[config.mk]
export PLATFORM = sky130hd
export DESIGN_NAME = mux_bus_ram
export DESIGN_NICKNAME = d
export VERILOG_FILES = /design/src/rtl/mbr_pkg.sv /design/src/rtl/mbr_sync.sv /design/src/rtl/mbr_bus_if.sv /design/src/rtl/mbr_clear.sv /design/src/rtl/mbr_store.sv /design/src/rtl/mux_bus_ram.sv
export SDC_FILE = /design/constraint.sdc
export NUM_CORES = 1
export LEC_CHECK = 0
export ABC_AREA = 1
export CORE_ASPECT_RATIO = 1.1
export CORE_MARGIN = 10
export CORE_UTILIZATION = 40
export DETAILED_ROUTE_END_ITERATION = 7
export GPL_ROUTABILITY_DRIVEN = 0
export REMOVE_ABC_BUFFERS = 1
export SETUP_SLACK_MARGIN = 0.3
export SYNTH_ARGS = -nofsm -noshare
export SYNTH_HDL_FRONTEND = slang
export SYNTH_SLANG_ARGS = --single-unit
[constraint.sdc]
create_clock -name clk -period 10.1 [get_ports clk]
set_input_delay 2.02 -clock clk [delete_from_list [all_inputs] [get_ports clk]]
set_output_delay 2.02 -clock clk [all_outputs]
set_load 0.01 [all_outputs]
[src/rtl/mbr_pkg.sv]
`timescale 1ns/1ps
package mbr_pkg;
  // Positions of the strobes inside the synchronised strobe vector
  localparam int STB_ALE = 0;
  localparam int STB_RD  = 1;
  localparam int STB_WR  = 2;
  localparam int STB_CLR = 3;
  localparam int STB_W   = 4;

  // Idle levels: latch strobe low, active-low strobes high
  localparam logic [STB_W-1:0] STB_IDLE = 4'b1110;

  typedef enum logic [1:0] {
    SEL_CTRL = 2'd0,
    SEL_USER = 2'd1,
    SEL_NONE = 2'd2
  } rd_sel_e;
endpackage

[src/rtl/mbr_sync.sv]
`timescale 1ns/1ps
module mbr_sync #(
  parameter int W      = 1,
  parameter int STAGES = 2,
  parameter logic [W-1:0] RST_VAL = '0
) (
  input  logic         clk,
  input  logic         rst,
  input  logic [W-1:0] d_i,
  output logic [W-1:0] q_o
);
  logic [W-1:0] stage_q [STAGES];

  for (genvar s = 0; s < STAGES; s++) begin : g_stage
    if (s == 0) begin : g_first
      always_ff @(posedge clk) begin
        if (rst) stage_q[s] <= RST_VAL;
        else     stage_q[s] <= d_i;
      end
    end else begin : g_next
      always_ff @(posedge clk) begin
        if (rst) stage_q[s] <= RST_VAL;
        else     stage_q[s] <= stage_q[s-1];
      end
    end
  end

  assign q_o = stage_q[STAGES-1];
endmodule

[src/rtl/mbr_bus_if.sv]
`timescale 1ns/1ps
module mbr_bus_if #(
  parameter int DATA_W = 8,
  parameter int ADDR_W = 8,
  parameter int SPACE  = 128
) (
  input  logic              clk,
  input  logic              rst,
  input  logic              ale_s,
  input  logic              rd_s,
  input  logic              wr_s,
  input  logic [DATA_W-1:0] ad_s,
  input  logic              busy,
  input  logic [DATA_W-1:0] rd_data,
  output logic [ADDR_W-1:0] addr_o,
  output logic              bus_we_o,
  output logic [DATA_W-1:0] wdata_o,
  output logic [DATA_W-1:0] ad_o,
  output logic              ad_oe_o
);
  logic              ale_prev_q, wr_prev_q;
  logic              overlap_q;
  logic [ADDR_W-1:0] addr_q;
  logic              ale_fall, wr_rise;
  logic              in_range;
  logic              drive;

  assign ale_fall = ale_prev_q & ~ale_s;
  assign wr_rise  = ~wr_prev_q & wr_s;
  assign in_range = addr_q < ADDR_W'(SPACE);
  assign drive    = ~rd_s & wr_s;

  always_ff @(posedge clk) begin
    if (rst) begin
      ale_prev_q <= 1'b0;
      wr_prev_q  <= 1'b1;
      addr_q     <= '0;
      overlap_q  <= 1'b0;
    end else begin
      ale_prev_q <= ale_s;
      wr_prev_q  <= wr_s;
      if (ale_fall) addr_q <= ad_s;
      if (wr_rise)            overlap_q <= 1'b0;
      else if (~wr_s & ~rd_s) overlap_q <= 1'b1;
    end
  end

  // Commit only a clean write: no read overlap, no clear running, in range
  assign bus_we_o = wr_rise & ~overlap_q & rd_s & ~busy & in_range;
  assign wdata_o  = ad_s;
  assign addr_o   = addr_q;

  always_ff @(posedge clk) begin
    if (rst) begin
      ad_oe_o <= 1'b0;
      ad_o    <= '0;
    end else begin
      ad_oe_o <= drive;
      ad_o    <= (drive && in_range) ? rd_data : '0;
    end
  end
endmodule

[src/rtl/mbr_clear.sv]
`timescale 1ns/1ps
module mbr_clear #(
  parameter int USER_BYTES = 114,
  localparam int IDX_W = $clog2(USER_BYTES)
) (
  input  logic             clk,
  input  logic             rst,
  input  logic             clr_s,
  input  logic             enable,
  output logic             busy_o,
  output logic             clr_we_o,
  output logic [IDX_W-1:0] clr_idx_o
);
  localparam logic [IDX_W-1:0] LAST = IDX_W'(USER_BYTES - 1);

  logic             clr_prev_q;
  logic             busy_q;
  logic [IDX_W-1:0] idx_q;
  logic             start;

  assign start = clr_prev_q & ~clr_s & enable & ~busy_q;

  always_ff @(posedge clk) begin
    if (rst) begin
      clr_prev_q <= 1'b1;
      busy_q     <= 1'b0;
      idx_q      <= '0;
    end else begin
      clr_prev_q <= clr_s;
      if (start) begin
        busy_q <= 1'b1;
        idx_q  <= '0;
      end else if (busy_q) begin
        if (idx_q == LAST) begin
          busy_q <= 1'b0;
          idx_q  <= '0;
        end else begin
          idx_q <= idx_q + 1'b1;
        end
      end
    end
  end

  assign busy_o    = busy_q;
  assign clr_we_o  = busy_q;
  assign clr_idx_o = idx_q;
endmodule

[src/rtl/mbr_store.sv]
`timescale 1ns/1ps
module mbr_store
  import mbr_pkg::*;
#(
  parameter int DATA_W    = 8,
  parameter int ADDR_W    = 8,
  parameter int SPACE     = 128,
  parameter int CTRL_REGS = 14,
  parameter int EN_REG    = 11,
  parameter int EN_BIT    = 0,
  localparam int USER_BYTES = SPACE - CTRL_REGS,
  localparam int UIDX_W     = $clog2(USER_BYTES),
  localparam int CIDX_W     = $clog2(CTRL_REGS)
) (
  input  logic              clk,
  input  logic              rst,
  input  logic [ADDR_W-1:0] addr,
  input  logic              bus_we,
  input  logic [DATA_W-1:0] wdata,
  input  logic              clr_we,
  input  logic [UIDX_W-1:0] clr_idx,
  output logic [DATA_W-1:0] rd_data,
  output logic              clr_en_o
);
  logic [DATA_W-1:0] ctrl_q [CTRL_REGS];
  logic [DATA_W-1:0] ram    [USER_BYTES];
  logic [DATA_W-1:0] ram_rd_q, ctrl_rd_q;
  rd_sel_e           sel_q, sel_d;
  logic              is_ctrl, is_user;
  logic [UIDX_W-1:0] uidx;
  logic [CIDX_W-1:0] cidx;
  logic [ADDR_W-1:0] uoff;

  assign is_ctrl = addr < ADDR_W'(CTRL_REGS);
  assign is_user = !is_ctrl && (addr < ADDR_W'(SPACE));
  assign uoff    = addr - ADDR_W'(CTRL_REGS);
  assign uidx    = is_user ? uoff[UIDX_W-1:0] : '0;
  assign cidx    = is_ctrl ? addr[CIDX_W-1:0] : '0;

  always_comb begin
    if (is_ctrl)      sel_d = SEL_CTRL;
    else if (is_user) sel_d = SEL_USER;
    else              sel_d = SEL_NONE;
  end

  // Control registers: flops with reset
  for (genvar r = 0; r < CTRL_REGS; r++) begin : g_ctrl
    always_ff @(posedge clk) begin
      if (rst)                                ctrl_q[r] <= '0;
      else if (bus_we && is_ctrl && cidx == CIDX_W'(r)) ctrl_q[r] <= wdata;
    end
  end

  // User RAM: one write port, one registered read port, no reset
  always_ff @(posedge clk) begin
    if (clr_we)                ram[clr_idx] <= '0;
    else if (bus_we && is_user) ram[uidx]   <= wdata;
    ram_rd_q <= ram[uidx];
  end

  always_ff @(posedge clk) begin
    if (rst) begin
      ctrl_rd_q <= '0;
      sel_q     <= SEL_NONE;
    end else begin
      ctrl_rd_q <= ctrl_q[cidx];
      sel_q     <= sel_d;
    end
  end

  always_comb begin
    case (sel_q)
      SEL_CTRL: rd_data = ctrl_rd_q;
      SEL_USER: rd_data = ram_rd_q;
      default:  rd_data = '0;
    endcase
  end

  assign clr_en_o = ctrl_q[EN_REG][EN_BIT];
endmodule

[src/rtl/mux_bus_ram.sv]
`timescale 1ns/1ps
module mux_bus_ram
  import mbr_pkg::*;
#(
  parameter int DATA_W      = 8,
  parameter int ADDR_W      = 8,
  parameter int SPACE       = 128,
  parameter int CTRL_REGS   = 14,
  parameter int EN_REG      = 11,
  parameter int EN_BIT      = 0,
  parameter int SYNC_STAGES = 2
) (
  input  logic              clk,
  input  logic              rst,
  input  logic              ale_i,
  input  logic              rd_n_i,
  input  logic              wr_n_i,
  input  logic [DATA_W-1:0] ad_i,
  output logic [DATA_W-1:0] ad_o,
  output logic              ad_oe_o,
  input  logic              clr_n_i,
  output logic              busy_o
);
  localparam int USER_BYTES = SPACE - CTRL_REGS;
  localparam int UIDX_W     = $clog2(USER_BYTES);

  logic [STB_W-1:0]  stb_raw, stb_s;
  logic [DATA_W-1:0] ad_s;
  logic              ale_s, rd_s, wr_s, clr_s;
  logic [ADDR_W-1:0] addr;
  logic              bus_we;
  logic [DATA_W-1:0] wdata, rd_data;
  logic              clr_en, clr_we;
  logic [UIDX_W-1:0] clr_idx;

  always_comb begin
    stb_raw          = '0;
    stb_raw[STB_ALE] = ale_i;
    stb_raw[STB_RD]  = rd_n_i;
    stb_raw[STB_WR]  = wr_n_i;
    stb_raw[STB_CLR] = clr_n_i;
  end

  mbr_sync #(.W(STB_W), .STAGES(SYNC_STAGES), .RST_VAL(STB_IDLE)) u_stb_sync (
    .clk(clk), .rst(rst), .d_i(stb_raw), .q_o(stb_s)
  );

  // Bus value delayed by the same depth so it lines up with the strobe edges
  mbr_sync #(.W(DATA_W), .STAGES(SYNC_STAGES), .RST_VAL('0)) u_ad_sync (
    .clk(clk), .rst(rst), .d_i(ad_i), .q_o(ad_s)
  );

  assign ale_s = stb_s[STB_ALE];
  assign rd_s  = stb_s[STB_RD];
  assign wr_s  = stb_s[STB_WR];
  assign clr_s = stb_s[STB_CLR];

  mbr_bus_if #(.DATA_W(DATA_W), .ADDR_W(ADDR_W), .SPACE(SPACE)) u_bus (
    .clk(clk), .rst(rst),
    .ale_s(ale_s), .rd_s(rd_s), .wr_s(wr_s), .ad_s(ad_s),
    .busy(busy_o), .rd_data(rd_data),
    .addr_o(addr), .bus_we_o(bus_we), .wdata_o(wdata),
    .ad_o(ad_o), .ad_oe_o(ad_oe_o)
  );

  mbr_clear #(.USER_BYTES(USER_BYTES)) u_clear (
    .clk(clk), .rst(rst), .clr_s(clr_s), .enable(clr_en),
    .busy_o(busy_o), .clr_we_o(clr_we), .clr_idx_o(clr_idx)
  );

  mbr_store #(
    .DATA_W(DATA_W), .ADDR_W(ADDR_W), .SPACE(SPACE),
    .CTRL_REGS(CTRL_REGS), .EN_REG(EN_REG), .EN_BIT(EN_BIT)
  ) u_store (
    .clk(clk), .rst(rst), .addr(addr), .bus_we(bus_we), .wdata(wdata),
    .clr_we(clr_we), .clr_idx(clr_idx), .rd_data(rd_data), .clr_en_o(clr_en)
  );
endmodule

After elaboration in Yosys (flattened, before gate mapping):

Memories as Yosys holds them, arrays and structs flattened. A register that Yosys moved wholly into a read port is not among the register bits.
Index checks and enable logic that the tools add are counted.
Widths: inputs -> output; s select.

* flip-flop bits (word level): 31
* memory bits (writable): 1048
* bits of input ports: 14
* word-level logic and storage cells: 177
* memories kept: 4

Memory list
* u_store.ram: words 114, bits a word 8, rd ports 1, clocked after Yosys merged registers in 1, wr ports 1, RTL line mbr_store.sv:26 `logic [DATA_W-1:0] ram [USER_BYTES];`
* u_store.ctrl_q: words 14, bits a word 8, rd ports 2, clocked after Yosys merged registers in 1, wr ports 14, RTL line mbr_store.sv:25 `logic [DATA_W-1:0] ctrl_q [CTRL_REGS];`
* u_ad_sync.stage_q: words 2, bits a word 8, rd ports 2, clocked after Yosys merged registers in 0, wr ports 2, RTL line mbr_sync.sv:12 `logic [W-1:0] stage_q [STAGES];`
* u_stb_sync.stage_q: words 2, bits a word 4, rd ports 2, clocked after Yosys merged registers in 0, wr ports 2, RTL line mbr_sync.sv:12

* add/subtract/negate cells: 2
* order comparisons: 2
* equal/unequal tests: 15
* multiplexer cells: 80
* bitwise operators: 37
* reduce and logical (&&, ||, !) cells: 26

Operators with widths (count)
* $mux 8: 17
* $mux 1: 54
* $eq 4x4->1 const B: 6
* $mux 7: 3
* $logic_and 1x1->1: 18
* $or 1x1->1: 18
* $eq 4x3->1 const B: 4
* $pmux 8 s2: 1
* $mux 4: 3
* $and 1x1->1: 11
* $eq 4x2->1 const B: 2
* $lt 8x4->1 const B: 1
* $lt 8x8->1 const B: 1
* $not 1->1: 8
* $reduce_or 2->1: 4
* $reduce_or 8->1: 1
* $add 7x1->7 const B: 1
* $eq 7x7->1 const B: 1
* $sub 7x4->7 const B: 1
* $eq 4x1->1 const B: 1
* $logic_not 4->1: 1
* $mux 2: 2
* $eq 2x1->1 const B: 1
* $logic_not 2->1: 1
* $logic_not 1->1: 1

Longest topological paths before layout:

Gate-level depths: netlist of run 1.

* word-level depth: 12
* mapped depth: 15
* mapped depth without buffers: 14

Modules after synthesis:

A second synthesis of run 1 with hierarchy kept.

* cells, all modules: 4583
* area total of the unflattened synthesis: 47987.3 µm²

Modules (own cells, without submodules)
* mbr_store: times used 1, cells each 4341, area each 46041.7 µm², seq. area each 31109.8 µm²
* mbr_bus_if: times used 1, cells each 106, area each 795.8 µm², seq. area each 400.4 µm²
* mbr_sync at u_ad_sync: times used 1, cells each 50, area each 474.2 µm², seq. area each 320.3 µm²
* mbr_clear: times used 1, cells each 61, area each 449.2 µm², seq. area each 180.2 µm²
* mbr_sync at u_stb_sync: times used 1, cells each 25, area each 226.5 µm², seq. area each 160.2 µm²

Worst setup path after synthesis of run 1:

Ideal clock, no wire load.

* path type: reg2reg
* from: register u_clear.busy_q (netlist: u_clear.busy_o)
* to: memory u_store.ram[0][0], data pin
* library setup time: 0.735 ns
* arrival time: 3.784 ns
* slack: 5.581 ns
* stages on the path, launching flop included: 8
* buffers on the path: 2
* period minus slack after synthesis: 4.519 ns
* cell sequence: dfxtp_1 -> nor2_2 -> nand4_4 -> nor2_4 -> inv_2 -> buf_6 -> buf_6 -> nor2_1

* cells in the longest elaborated chain, start to end: 9

RTL lines
* from (decl): RTL line mbr_clear.sv:17 `logic busy_q;`
* from (signal assigned): RTL line mbr_clear.sv:26 `busy_q <= 1'b0;`
* from (signal assigned): RTL line mbr_clear.sv:31 `busy_q <= 1'b1;`
* from (signal assigned): RTL line mbr_clear.sv:35 `busy_q <= 1'b0;`
* $not 1->1: RTL line mbr_bus_if.sv:49 `assign bus_we_o = wr_rise & ~overlap_q & rd_s & ~busy & in_range;`
* $and 1x1->1 (2 in series): RTL line mbr_bus_if.sv:49
* $logic_and 1x1->1: RTL line mbr_store.sv:57 `else if (bus_we && is_user) ram[uidx] <= wdata;`
* $mux 1: RTL line mbr_store.sv:57
* $mux 1 *: RTL line mbr_store.sv:56 `if (clr_we) ram[clr_idx] <= '0;`
* $mux 1 (implied by the code) *: RTL line mbr_store.sv:57
* $reduce_or 8->1 (no source line) *
* $mux 8 (no source line) *
* to (decl): RTL line mbr_store.sv:26

Mark *: on every way between the ends. The rest lies on a longest branch, timed or not.

Worst setup path after layout of run 1:

* from: register u_bus.addr_q[7] (netlist: u_bus.addr_o[7])
* to: memory u_store.ram[73][3], enable pin

* cells in the longest elaborated chain, start to end: 9
* elaborated cells on any way between the ends: 13
* classes of those cells: order compare: 2; mux: 6; bitwise: 1; reduce/logical: 4

RTL lines
* from (decl): RTL line mbr_bus_if.sv:23 `logic [ADDR_W-1:0] addr_q;`
* from (signal assigned): RTL line mbr_bus_if.sv:42 `if (ale_fall) addr_q <= ad_s;`
* $lt 8x4->1: RTL line mbr_store.sv:34 `assign is_ctrl = addr < ADDR_W'(CTRL_REGS);`
* $logic_not 1->1: RTL line mbr_store.sv:35 `assign is_user = !is_ctrl && (addr < ADDR_W'(SPACE));`
* $logic_and 1x1->1: RTL line mbr_store.sv:35
* $logic_and 1x1->1: RTL line mbr_store.sv:57
* $mux 1: RTL line mbr_store.sv:57
* $mux 1: RTL line mbr_store.sv:56
* $mux 1 (implied by the code): RTL line mbr_store.sv:57
* $reduce_or 8->1 (no source line)
* $mux 7 (no source line) or $mux 1 (tied branches)

Several ways; a longest one is shown, not always the timed one.

==> run_results.csv, run 1 <==
group,metric,value,unit
synthesis,synth_commonest_cells,"edfxtp_1 (1024), nand3_1 (700), inv_1 (684)",
sta,fin_crit,5670,ps
synthesis,synthCells,4520,
synthesis,avgSynthCellArea,10.6,um2
power_and_ir_drop,swShare,0.225,
power_and_ir_drop,total_power,9.46,mW
sta,relSlewSlack,0.0705,
drt,vias_per_cell,5.37,
clocking,insertion_delay,720,ps
critical_path,reg2reg_depth,9,
layout,drive_gt1_frac,0.0803,
sta,finalMaxSlewViolations,0,
synthesis,yosysMostFrequentCell,"edfxtp_1",
global_routing,track_usage,0.187,
clocking,cts_sinks,1095,
synthesis,synth_edf_count,1024,
sta,finalSetupTns,0,ps
synthesis,synthArstFlopShare,0,
run,max-cap-violations,0,
clocking,cts_root_buf,"clkbuf_16",
critical_path,critPathKind,"flop to flop",
placement,post_dp_cell_area,49200,um2
power_and_ir_drop,powerDensity,179,nW/um2
synthesis,synth-simple-area-share,0.208,
synthesis,yosysTopAreaCellShare,0.645,
critical_path,critPathRequiredTime,10430,ps
layout,fin_area,52800,um2
die,core,118000,um2
clocking,cts_tree,"yes",
die,initial_core_util,0.404,
synthesis,synth_compound_area_frac,0.0347,
clocking,htreeDepth,3,
synthesis,yosysUniqueCellTypes,37,
clocking,ctsResizeCount,0,
drt,drtAntennaViolNets,0,
min_path,hp-class,"flop to flop",
global_routing,grt_pass1_wl,192,mm
sta,fmax,176,MHz
drt,firstDrtPassIters,6,
sta,fin_worst_skew,30.8,ps
drt,dr.first_iter.drc_count,3555,
sta,final_hold_viol_count,0,
drt,routed_wl,128,mm
synthesis,syn-cell-area,47700,um2
outcome,outcome,"finished clean",
power_and_ir_drop,ir_worst_vdd,0.135,mV
power_and_ir_drop,share_comb_of_total_power,0.048,
synthesis,synth.mux.area_fraction,0,
synthesis,synth_top_family_by_area,"simple AND/OR/NAND/NOR gates",
critical_path,crit_path_end_kind,"flop",
power_and_ir_drop,p_clk_frac,0.428,
critical_path,arrival,6000,ps
sta,fin_ws,4430,ps
synthesis,synth-seq-cells,1095,
clocking,cts_hold_buf,0,
die,die_y,382,um
drt,wl_per_cell,21.2,um
clocking,cts_made_buffers,112,
placement,portBuffers,23,
layout,diodes,0,
critical_path,path_max_fanout,131,
sta,fin_crit_sh,0.561,
power_and_ir_drop,internal_power,7.33,mW
global_routing,antenna_found_initial,1,
layout,layout.nets,4444,
synthesis,synthXorXnorAreaFrac,0.000918,
sta,whs,401,ps
synthesis,synth_top_area_cell,"edfxtp_1",
min_path,worst_hold_path.num_cells,2,
placement,post-place-ws,4420,ps
global_routing,first_global_vias,31300,
critical_path,start_kind,"flop",
layout,stdcell_count,6061,
die,dieArea,133000,um2
synthesis,synth_warnings,0,
power_and_ir_drop,leakage,20.2,nW
global_routing,grt_remaining_overflow,0,
clocking,clkTransAtPathRegs,60,ps
drt,dr_total_vias,32500,
global_routing,grt_max_degree,160,
layout,utilization,0.447,
power_and_ir_drop,p_seq_frac,0.523,
drt,drc,0,
clocking,clock_path_buffers,3,
sta,worst_pin_slew,1380,ps
layout,area_delta_synth_final,10.7,%
sta,finalSetupViolations,0,
sta,rsz0062_at_grt,"no",
power_and_ir_drop,power_switching,2.13,mW
synthesis,ys.flop_type,"edfxtp_1",
die,core.rowCount,132,
placement,dp_hpwl,72.3,mm
synthesis,synth.area.top_cells,"edfxtp_1 (64%), nand3_1 (7.3%), inv_1 (5.4%)",
clocking,cts_setup_buffers,0,
synthesis,synth_fa_ha_area_frac,0.000787,
synthesis,yosysSeqAreaShare,0.675,
die,die_width,349,um
die,ios,24,
placement,placedCellCount,5854,
per-layer routing:
layer	global-route usage	routed length [um]	share of wire	vias to the layer above
met2	0.315	62900	0.49	1185
li1	-	-	-	15200
met5	0	13	0.00010	-
met1	0.241	52300	0.41	15900
met3	0.0268	8370	0.065	250
met4	0.0744	4700	0.037	2
power by group through the flow:
stage | Clock, mW | Combinational (mW) | Sequential, mW
2_1_floorplan | 0 | 0.274 | 5.04
3_3_place_gp | 0 | 0.449 | 5.05
3_5_place_dp | 0 | 0.450 | 5.05
4_1_cts | 4.12 | 0.452 | 4.95
5_1_grt | 4.31 | 0.491 | 4.95
6_report | 4.05 | 0.456 | 4.95
layout by cell type (no fill, tap or decap), types with 3 or more instances in the layout:
| cell type | instances |
|---|---|
| a21oi_1 | 79 |
| a22oi_1 | 37 |
| buf_4 | 60 |
| bufinv_16 | 7 |
| clkbuf_1 | 28 |
| clkbuf_16 | 113 |
| clkbuf_8 | 8 |
| clkdlybuf4s50_1 | 23 |
| clkinv_1 | 19 |
| clkinv_2 | 25 |
| dfxtp_1 | 70 |
| edfxtp_1 | 1024 |
| ha_1 | 3 |
| inv_1 | 681 |
| inv_2 | 11 |
| inv_6 | 3 |
| nand2_1 | 587 |
| nand2_2 | 11 |
| nand3_1 | 698 |
| nand3_2 | 3 |
| nand3_4 | 4 |
| nand4_1 | 261 |
| nor2_1 | 460 |
| nor2_2 | 16 |
| nor2_4 | 12 |
| nor3_1 | 12 |
| nor4_1 | 5 |
| o211ai_1 | 34 |
| o21ai_0 | 112 |
| o21ai_1 | 5 |
| o21ai_2 | 3 |
| o22ai_1 | 10 |
| or2_2 | 72 |
| xor2_1 | 4 |
worst max-delay path, cell delays in order (launching register included):
cell,delay (ps)
dfxtp_1,380
inv_8,540
buf_4,540
nand3_4,520
inv_2,930
o21ai_2,280
inv_2,210
nand4_1,730
buf_4,540
nor2_1,570
state kept, by name, indices dropped and copies added (netlist names):
name and flops:
u_store.ram_rd_q 8, u_bus.ale_prev_q 1, u_bus.overlap_q 1, u_store.sel_q 2
u_stb_sync.stage_q 8, u_clear.clr_idx_o 7, u_bus.addr_o 8, u_store.ram 912
u_clear.clr_prev_q 1, u_bus.wr_prev_q 1, u_store.ctrl_rd_q 8, u_store.ctrl_q 112
u_clear.busy_o 1, u_ad_sync.stage_q 16, u_bus.ad_oe_o 1, u_bus.ad_o 8
worst paths after layout:
| kind | start | end | slack [ps] |
|---|---|---|---|
| worst min register to register | u_ad_sync.stage_q[0][1] | u_ad_sync.stage_q[1][1] | 400 |
| worst min-delay path | u_ad_sync.stage_q[0][1] | u_ad_sync.stage_q[1][1] | 400 |
| worst max register to register | u_bus.addr_o[7] | u_store.ram[73][3] | 4430 |
| worst max-delay path | u_bus.addr_o[7] | u_store.ram[73][3] | 4430 |
cell type report:
| cell class | count | area, um2 |
|---|---|---|
| multi-input cells | 2437 | 11800 |
| clock buffers | 149 | 3040 |
| fillers | 10900 | 65300 |
| well taps | 1541 | 1930 |
| clock inverters | 58 | 549 |
| inverters | 697 | 2630 |
| flip-flops and latches | 1095 | 32200 |
| repair buffers | 84 | 701 |
cell families (layout without fill, tap and decap cells):
logic type	after synthesis	after routing
buf+inv	988	988
xor+xnor	5	5
flops	1095	1095
simple gates	2144	2144
fa+ha+maj	3	3
compound gates	285	285
No activity file was read; power rests on OpenSTA's default activity.
==> inputs of run 2 (changes only) <==
- clock period: 10.1 -> 5.3 ns (I/O delays scaled with it)
==> run 2 against run 1 <==
Hold slack improved by 1.1 ps. Total power increased by 89%. Core utilization increased by 0.069 points. Non-clock buffer count increased by 9. Clock-buffer cell count decreased by 14. Highest routed layer is now met4.
==> run_results.csv, run 2 (synthesis results as in run 1) <==
group,metric,value,unit
outcome,outcome,"finished clean",
die,die_y,382,um
power_and_ir_drop,swShare,0.225,
clocking,ctsResizeCount,0,
layout,fin_area,52900,um2
sta,worst_pin_slew,1170,ps
global_routing,grt_pass1_wl,189,mm
placement,dp_hpwl,71.6,mm
power_and_ir_drop,p_seq_frac,0.526,
clocking,htreeDepth,3,
critical_path,reg2reg_depth,14,
critical_path,arrival,4450,ps
clocking,cts_tree,"yes",
clocking,cts_root_buf,"clkbuf_16",
sta,fin_worst_skew,34.7,ps
critical_path,crit_end,"u_store.ram_rd_q[2]",
layout,layout.cells.most_common_list,"edfxtp_1 (1024), nand3_1 (699), inv_1 (681)",
clocking,clkTransAtPathRegs,70,ps
sta,relSlewSlack,0.208,
die,die_width,349,um
layout,multiInputGateArea,11800,um2
critical_path,start_kind,"flop",
clocking,cts_made_buffers,107,
global_routing,antenna_found_initial,0,
critical_path,reg2reg_slack,1460,ps
drt,dr_total_vias,32200,
global_routing,first_global_vias,30900,
die,ios,24,
drt,drtAntennaViolNets,0,
critical_path,critPathLaunch,"u_bus.addr_o[7]",
layout,utilization,0.448,
sta,fin_crit_sh,0.724,
die,dieArea,133000,um2
global_routing,track_usage,0.184,
power_and_ir_drop,total_power,17.9,mW
sta,whs,402,ps
layout,drive_gt1_frac,0.0807,
layout,reg_top3,"u_store.ram: 912 flops, u_store.ctrl_q: 112 flops, u_ad_sync.stage_q: 16 flops",
layout,layout_commonest_cell,"edfxtp_1",
power_and_ir_drop,leakage,20.2,nW
sta,fin_crit,3840,ps
sta,fmax,261,MHz
placement,post_dp_cell_area,49400,um2
critical_path,r2r_start,"u_bus.addr_o[7]",
min_path,hp-class,"flop to flop",
global_routing,grt_remaining_overflow,0,
power_and_ir_drop,ir_worst_vdd,0.282,mV
drt,wl_per_cell,20.8,um
sta,finalMaxSlewViolations,0,
run,max-cap-violations,0,
layout,final.fill_count,10800,
critical_path,timing.rr.end,"u_store.ram_rd_q[2]",
layout,layout.nets,4448,
layout,diodes,0,
critical_path,critPathKind,"flop to flop",
sta,rsz0062_at_grt,"no",
drt,dr.first_iter.drc_count,2964,
layout,area_delta_synth_final,10.9,%
drt,routed_wl,126,mm
die,core.rowCount,132,
placement,placedCellCount,5863,
drt,firstDrtPassIters,5,
critical_path,critPathRequiredTime,5910,ps
sta,finalSetupTns,0,ps
placement,portBuffers,23,
die,initial_core_util,0.404,
layout,register_area,32200,um2
global_routing,grt_max_degree,189,
power_and_ir_drop,internal_power,13.9,mW
clocking,insertion_delay,730,ps
layout,top_register,"u_store.ram",
layout,stdcell_count,6062,
sta,fin_ws,1460,ps
clocking,clock_path_buffers,3,
critical_path,path_max_fanout,73,
power_and_ir_drop,powerDensity,339,nW/um2
clocking,cts_setup_buffers,0,
clocking,cts_hold_buf,0,
die,core,118000,um2
critical_path,crit_path_end_kind,"flop",
layout,largest_reg_flops,912,
clocking,cts_sinks,1095,
drt,vias_per_cell,5.31,
power_and_ir_drop,power_switching,4.04,mW
power_and_ir_drop,share_comb_of_total_power,0.050,
placement,post-place-ws,1440,ps
sta,finalSetupViolations,0,
sta,final_hold_viol_count,0,
drt,drc,0,
power_and_ir_drop,p_clk_frac,0.424,
==> run 2: changes by cell type in the layout (fill, tap and decap cells not counted), moves of 2 or more <==
| cell | previous run | this run |
|---|---|---|
| buf_12 | 1 | 10 |
| bufinv_16 | 7 | 10 |
| clkbuf_1 | 28 | 24 |
| clkbuf_16 | 113 | 107 |
| clkbuf_8 | 8 | 4 |
| clkinv_1 | 19 | 21 |
| inv_6 | 3 | 1 |
==> run 2: power by group through the flow <==
stage               clock network, mW  registers (mW)  logic [mW]
CTS                              7.71            9.43       0.884
global placement                    0            9.61       0.879
floorplan                           0            9.60       0.521
detailed placement                  0            9.61       0.882
finish                           7.60            9.43       0.889
global route                     8.06            9.42       0.955
==> run 2: worst min-delay path by stage <==
stage | slack, ps | endpoint | start | cells past startpoint
after floorplan | 390 | u_ad_sync.stage_q[1][0] | u_ad_sync.stage_q[0][0] | 2
after CTS | 400 | u_ad_sync.stage_q[1][0] | u_ad_sync.stage_q[0][0] | 2
after global placement | 390 | u_stb_sync.stage_q[1][0] | u_stb_sync.stage_q[0][0] | 2
after detailed placement | 390 | u_stb_sync.stage_q[1][3] | u_stb_sync.stage_q[0][3] | 1
final | 400 | u_ad_sync.stage_q[1][1] | u_ad_sync.stage_q[0][1] | 2
after global routing | 410 | u_ad_sync.stage_q[1][1] | u_ad_sync.stage_q[0][1] | 2
==> run 2: metal layers <==
metal | global-route usage | up-vias | share of wire
li1 | - | 15200 | -
met2 | 0.313 | 1121 | 0.49
met1 | 0.234 | 15600 | 0.41
met4 | 0.0715 | 0 | 0.036
met3 | 0.0263 | 232 | 0.064
met5 | 0 | - | 0
==> run 2: critical path: stages (launching register included) <==
cell	delay, ps
dfxtp_1	380
nor2_1	260
nand3_4	180
nand3_4	150
buf_4	680
buf_4	810
nand2_1	110
nand3_1	130
nand3_1	130
nand3_1	160
nand3_1	180
nand3_1	260
nand2_1	80
nand2_1	60
nand2_1	70
==> run 2: area by class of cell <==
class                      instances  share of cell area
clock buffer                     135              0.0534
clock inverter                    64              0.0128
inverter                         697              0.0497
multi-input combinational       2437               0.223
sequential                      1095               0.608
tap                             1541              0.0365
timing repair buffer              93              0.0167
